### config.mk
export PLATFORM = sky130hd
export DESIGN_NAME = approx_mult
export DESIGN_NICKNAME = d
export VERILOG_FILES = /design/src/rtl/approx_mult.sv
export SDC_FILE = /design/constraint.sdc
export NUM_CORES = 1
export LEC_CHECK = 0
export BUFFER_PORTS_ARGS = -buffer_cell sky130_fd_sc_hd__buf_2
export CORE_MARGIN = 2
export CORE_UTILIZATION = 45
export DETAILED_ROUTE_END_ITERATION = 10
export GPL_TIMING_DRIVEN = 0
export PLACE_DENSITY_LB_ADDON = 0.05
export SKIP_LAST_GASP = 1
export SYNTH_ARGS = -nofsm -noshare
export SYNTH_HDL_FRONTEND = slang
export SYNTH_SLANG_ARGS = --single-unit
### constraint.sdc
create_clock -name clk -period 5.65 [get_ports clk]
set_clock_uncertainty 0.05 [all_clocks]
set_input_delay 0.565 -clock clk [delete_from_list [all_inputs] [get_ports clk]]
set_output_delay 0.565 -clock clk [all_outputs]
set_load 0.01 [all_outputs]
### src/rtl/approx_mult.sv
module approx_mult #(
  parameter int N           = 8,
  parameter int APPROX_COLS = 8,
  parameter bit REG_OUT     = 1'b1
) (
  input  logic           clk,
  input  logic           rst_n,
  input  logic           in_valid,
  input  logic [N-1:0]   a,
  input  logic [N-1:0]   b,
  output logic           out_valid,
  output logic [2*N-1:0] product
);
  localparam int W  = 2 * N;
  localparam int NC = W - 1;
  localparam int CW = $clog2(N + 1);

  function automatic int col_h(input int k);
    return (k < N) ? k + 1 : W - 1 - k;
  endfunction

  function automatic logic [3:0] squeeze4(input logic p0, p1, p2, p3);
    return {2'b00, (p0 & p1) | p2 | p3, (p2 & p3) | p0 | p1};
  endfunction

  function automatic logic [3:0] squeeze5(input logic p0, p1, p2, p3, p4);
    return {1'b0, (p0 & p1) | p2 | p3, p0 | p1, (p2 & p3) | p4};
  endfunction

  function automatic logic [CW-1:0] squeeze_col(input logic [N-1:0] v, input int h);
    logic [CW-1:0] s;
    int t;
    s = '0;
    t = 0;
    for (int g = 0; g < N; g++) begin
      if ((h - t) == 4 || (h - t) >= 6) begin
        s = s + CW'($countones(squeeze4(v[t], v[t+1], v[t+2], v[t+3])));
        t = t + 4;
      end
    end
    case (h - t)
      1: s = s + CW'(v[t]);
      2: s = s + CW'(v[t] | v[t+1]);
      3: s = s + CW'((v[t] & v[t+1]) | v[t+2]) + CW'(v[t] | v[t+1]);
      5: s = s + CW'($countones(squeeze5(v[t], v[t+1], v[t+2], v[t+3], v[t+4])));
      default: ;
    endcase
    return s;
  endfunction

  logic [N-1:0] cols [NC];
  logic [W-1:0] comb_p;

  always_comb begin
    for (int k = 0; k < NC; k++) cols[k] = '0;
    for (int i = 0; i < N; i++)
      for (int j = 0; j < N; j++)
        cols[i+j][(i + j < N) ? i : N - 1 - j] = a[i] & b[j];
  end

  always_comb begin
    comb_p = '0;
    for (int k = 0; k < NC; k++) begin
      if (k < APPROX_COLS)
        comb_p = comb_p + (W'(squeeze_col(cols[k], col_h(k))) << k);
      else
        comb_p = comb_p + (W'($countones(cols[k])) << k);
    end
  end

  generate
    if (REG_OUT) begin : g_reg
      always_ff @(posedge clk) begin
        if (!rst_n) begin
          out_valid <= 1'b0;
          product   <= '0;
        end else begin
          out_valid <= in_valid;
          if (in_valid) product <= comb_p;
        end
      end

      a_r7_valid_follow: assert property (@(posedge clk) disable iff (!rst_n)
        in_valid |=> out_valid);
      a_r8_hold_idle: assert property (@(posedge clk) disable iff (!rst_n)
        !in_valid |=> (!out_valid && $stable(product)));
      a_r9_sync_clear: assert property (@(posedge clk)
        !rst_n |=> (!out_valid && product == '0));
    end else begin : g_comb
      assign out_valid = in_valid;
      assign product   = comb_p;
    end
  endgenerate

  logic [W-1:0] exact_p;
  assign exact_p = W'(a) * W'(b);

  a_r2_underestimate: assert property (@(posedge clk) disable iff (!rst_n)
    comb_p <= exact_p);
  a_r3_error_bound: assert property (@(posedge clk) disable iff (!rst_n)
    64'(exact_p - comb_p) < (64'(N) << APPROX_COLS));
  a_r4_sparse_exact: assert property (@(posedge clk) disable iff (!rst_n)
    ($countones(a) <= 1 || $countones(b) <= 1) |-> comb_p == exact_p);

  generate
    if (APPROX_COLS == 0) begin : g_exact_chk
      a_r1_exact_mode: assert property (@(posedge clk) disable iff (!rst_n)
        comb_p == exact_p);
    end
  endgenerate
endmodule

==> impl_results.html <==
<table>
<tr><th>Metric</th><th>Value</th></tr>
<tr><th colspan="2">Outcome</th></tr>
<tr><td>Run status</td><td>complete, no violations</td></tr>
<tr><th colspan="2">Floorplan</th></tr>
<tr><td>Number of placed I/O pins</td><td>36</td></tr>
<tr><td>Core region area</td><td>0.00514 sq mm</td></tr>
<tr><td>Starting Density</td><td>0.468</td></tr>
<tr><td>Die area</td><td>0.00594 sq mm</td></tr>
<tr><td># rows</td><td>26</td></tr>
<tr><td>Chip width</td><td>77.1 microns</td></tr>
<tr><td>Vertical die dimension</td><td>77.1 microns</td></tr>
<tr><th colspan="2">Placement</th></tr>
<tr><td>Port Buf Inserts</td><td>21</td></tr>
<tr><td>HPWL after detailed placement</td><td>4100 microns</td></tr>
<tr><td>RePlAce Congestion</td><td>0.832</td></tr>
<tr><th colspan="2">Worst setup path</th></tr>
<tr><td>Delay of the slowest cell on the worst path</td><td>0.55 ns</td></tr>
<tr><td>Arrival time at the worst endpoint</td><td>5.15 ns</td></tr>
<tr><td>Critical path, cell by cell</td><td>buf_2 &gt; clkbuf_1 &gt; nand2_1 &gt; fa_1 &gt; fa_1 &gt; inv_1 &gt; fa_1 &gt; inv_1 &gt; fa_1 &gt; inv_1 &gt; ha_1 &gt; inv_1 &gt; fa_1 &gt; inv_1 &gt; ha_1 &gt; o21ai_0 &gt; nor2_1 &gt; o21ai_2 &gt; mux2i_1 &gt; a311o_1</td></tr>
<tr><td>Worst path required time</td><td>5.74 ns</td></tr>
<tr><td>Largest driver fanout on the critical path</td><td>10</td></tr>
<tr><td>Nature of the critical path endpoint</td><td>register</td></tr>
<tr><td>Kind of start point of the critical path</td><td>primary input</td></tr>
<tr><td>Category of the most critical setup path</td><td>in2reg</td></tr>
<tr><td>Slowest-stage cell, CP</td><td>sky130_fd_sc_hd__fa_1</td></tr>
<tr><th colspan="2">Logic synthesis</th></tr>
<tr><td>Register bit total from synthesis</td><td>17</td></tr>
<tr><td>Synth Net Count</td><td>371</td></tr>
<tr><td>Number of instances in the synthesized netlist</td><td>291</td></tr>
<tr><td>Cell with the most instances after synthesis</td><td>sky130_fd_sc_hd__inv_1</td></tr>
<tr><td>Top-area cell type share of the netlist area</td><td>0.208</td></tr>
<tr><td>Synthesized area per cell</td><td>8.26 sq um</td></tr>
<tr><td>Predominant post-synthesis flop cell</td><td>sky130_fd_sc_hd__dfxtp_1</td></tr>
<tr><td>Cells taking the most area after synthesis</td><td>sky130_fd_sc_hd__fa_1 21%, sky130_fd_sc_hd__ha_1 19%, sky130_fd_sc_hd__dfxtp_1 14%</td></tr>
<tr><td>Unique cell type count in the Yosys netlist</td><td>35</td></tr>
<tr><td>Leading area contributor after synthesis</td><td>sky130_fd_sc_hd__fa_1</td></tr>
<tr><td>Count of warnings emitted by yosys</td><td>0</td></tr>
<tr><td>Netlist area before placement</td><td>0.00240 sq mm</td></tr>
<tr><td>Async S/R FF share, synth</td><td>0</td></tr>
<tr><td>Post-synth EDFFs</td><td>0</td></tr>
<tr><td>Leading cell types by count after synthesis</td><td>48 x sky130_fd_sc_hd__inv_1, 36 x sky130_fd_sc_hd__ha_1, 32 x sky130_fd_sc_hd__nand2_1</td></tr>
<tr><td>Part of the Yosys area used for sequential elements</td><td>0.142</td></tr>
<tr><th colspan="2">Timing</th></tr>
<tr><td>Final TNS setup</td><td>0 ns</td></tr>
<tr><td>Max-slew headroom at the worst pin</td><td>0.669</td></tr>
<tr><td>Number of max-slew violations in the final report</td><td>0</td></tr>
<tr><td>Slew at the pin with the worst max-slew slack</td><td>0.497 ns</td></tr>
<tr><td>Final-report setup violation count</td><td>0</td></tr>
<tr><td>Final number of hold-violating endpoints</td><td>0</td></tr>
<tr><td>Setup repair after global routing missed its margin</td><td>no</td></tr>
<tr><td>Peak Freq</td><td>198 MHz</td></tr>
<tr><td>Clock period minus final worst setup slack</td><td>5.06 ns</td></tr>
<tr><td>Tightest hold margin</td><td>0.416 ns</td></tr>
<tr><td>Final worst path period share</td><td>0.895</td></tr>
<tr><th colspan="2">Pwr</th></tr>
<tr><td>Part of the total power dissipated in the clock network</td><td>0.124</td></tr>
<tr><td>Total design power</td><td>732 uW</td></tr>
<tr><td>Power per unit of standard cell area</td><td>277 mW/mm^2</td></tr>
<tr><td>Sequential group share of total power</td><td>0.220</td></tr>
<tr><td>Worst vdd ir</td><td>0.212 mV</td></tr>
<tr><td>Combinational share of power</td><td>0.656</td></tr>
<tr><td>Switch Pwr</td><td>322 uW</td></tr>
<tr><td>Net Sw Frac</td><td>0.440</td></tr>
<tr><td>Cell-internal power</td><td>409 uW</td></tr>
<tr><td>Cell leakage power</td><td>1.39 nW</td></tr>
<tr><th colspan="2">Global routing</th></tr>
<tr><td>Number of antenna violations at the first check in global routing</td><td>0</td></tr>
<tr><td>Wire length of the first global-routing pass</td><td>8600 microns</td></tr>
<tr><td>Total routing resource utilization after global routing</td><td>0.179</td></tr>
<tr><td>Via count of the first global-routing pass</td><td>1867</td></tr>
<tr><td>Total overflow reported by the global router</td><td>0</td></tr>
<tr><td>Maximum number of pins on one net before global-route repair</td><td>11</td></tr>
<tr><th colspan="2">Clocking</th></tr>
<tr><td>CTS tree</td><td>done</td></tr>
<tr><td>Number of buffers inserted during clock tree synthesis</td><td>3</td></tr>
<tr><td>Clock insertion delay at the later pin of the skew report</td><td>0.25 ns</td></tr>
<tr><td>Clock input transition at the sequential cells of the worst setup and hold paths</td><td>0.07 ns</td></tr>
<tr><td>H-Tree Depth</td><td>1</td></tr>
<tr><td>Number of cells upsized or downsized after cts</td><td>0</td></tr>
<tr><td>Root Buffer</td><td>sky130_fd_sc_hd__clkbuf_8</td></tr>
<tr><td>TritonCTS Sinks</td><td>17</td></tr>
<tr><td>Post-CTS Hold Fix Bufs</td><td>0</td></tr>
<tr><td>Maximum buffer depth of the clock tree</td><td>2</td></tr>
<tr><td>Post-CTS setup repair buffer count</td><td>0</td></tr>
<tr><th colspan="2">Layout</th></tr>
<tr><td>Layout cells sized above 1</td><td>0.0981</td></tr>
<tr><td>Count of antenna diodes in the layout</td><td>0</td></tr>
<tr><td>Layout net count</td><td>397</td></tr>
<tr><td>P&amp;R area growth vs syn</td><td>9.89%</td></tr>
<tr><th colspan="2">Routing</th></tr>
<tr><td>Number of vias per cell</td><td>5.18</td></tr>
<tr><td>Routed length per placed instance</td><td>13.0 microns</td></tr>
<tr><td>Via count of the routed design</td><td>2000</td></tr>
<tr><td>Drt first pass iters</td><td>4</td></tr>
<tr><td>Remaining number of nets flagged by the antenna check after routing</td><td>0</td></tr>
<tr><td>Drt initial violations</td><td>58</td></tr>
<tr><td>DRT Wirelength</td><td>5020 microns</td></tr>
<tr><td>Number of remaining DRC errors</td><td>0</td></tr>
<tr><th colspan="2">Run</th></tr>
<tr><td>Max-cap violations</td><td>0</td></tr>
<tr><th colspan="2">Hold path</th></tr>
<tr><td>Type of the most critical hold path</td><td>reg2reg</td></tr>
</table>
-- area by class of cell --
| class | instances | area, sq um |
|---|---|---|
| plain buffers | 19 | 75.1 |
| clock buffers | 4 | 45.0 |
| fillers | 558 | 2500 |
| inverters | 48 | 180 |
| multi-input cells | 207 | 1810 |
| flip-flops and latches | 17 | 340 |
| well taps | 70 | 87.6 |
| repair buffers | 21 | 105 |
-- flip-flops by register name, summed over array words and instances (netlist names) --
| signal | count |
|---|---|
| out_valid | 1 |
| product | 16 |
-- cells in the final DEF (no fill, tap or decap), drive strengths merged, types with 4 or more instances in the layout --
cell | synthesis | final
inv | 48 | 48
dfxtp | 17 | 17
and2 | 15 | 15
o21ai | 14 | 14
nand2 | 32 | 32
xor2 | 4 | 4
nand3 | 4 | 4
a211oi | 4 | 4
clkbuf | 15 | 19
nor2 | 19 | 19
a21oi | 8 | 8
buf | 4 | 25
mux2i | 7 | 7
fa | 25 | 25
a22oi | 10 | 10
ha | 36 | 36
-- worst max-delay path: cells and delay by family --
kind	cells	cell delay (ns)
adders and majority gates	7	2.85
buffers and inverters	7	0.76
AOI/OAI and AO/OA	3	0.47
and+or+nand+nor	2	0.36
muxes	1	0.12
-- final timing paths --
path / cells past startpoint / slack (ns) / endpoint / start
hold / removal: 2 / 0.42 / product[0] / product[0]
hold reg to reg: 2 / 0.42 / product[0] / product[0]
setup / recovery: 20 / 0.59 / product[12] / a[1]
setup reg to reg: 1 / 4.89 / product[12] / product[12]
-- per-stage QoR --
step            util  worst slack (ns)  cells  instance area, sq um
2_1_floorplan      -             0.771    291                  2400
3_3_place_gp   0.505             0.307    382                  2600
3_5_place_dp   0.505             0.301    382                  2600
4_1_cts        0.514             0.573    386                  2640
5_1_grt        0.514             0.298    386                  2640
6_report       0.514             0.595    386                  2640
-- power by group through the flow --
stage	Clock [mW]	Combinational [mW]	Sequential, mW
2_1_floorplan	0	0.357	0.179
5_1_grt	0.0986	0.560	0.166
3_3_place_gp	0	0.485	0.164
3_5_place_dp	0	0.490	0.164
6_report	0.0907	0.480	0.161
4_1_cts	0.0912	0.492	0.162
-- cells by family after synthesis --
logic type / Yosys count / synth area share
adder cells (fa/ha/maj): 61 / 0.395
flip-flops: 17 / 0.142
multiplexers: 7 / 0.0291
AND/OR/NAND/NOR: 83 / 0.160
buffers and inverters: 67 / 0.106
XOR/XNOR: 6 / 0.0219
AO/OA/AOI/OAI: 50 / 0.146
-- layer usage --
metal  vias up  track usage  wire (microns)
met4         0       0.0107              12
li1        999            -               -
met2        36        0.304            2510
met1       963        0.251            2330
met5         -            0               0
met3         2       0.0294             169
(Power assumes the default switching activity.)
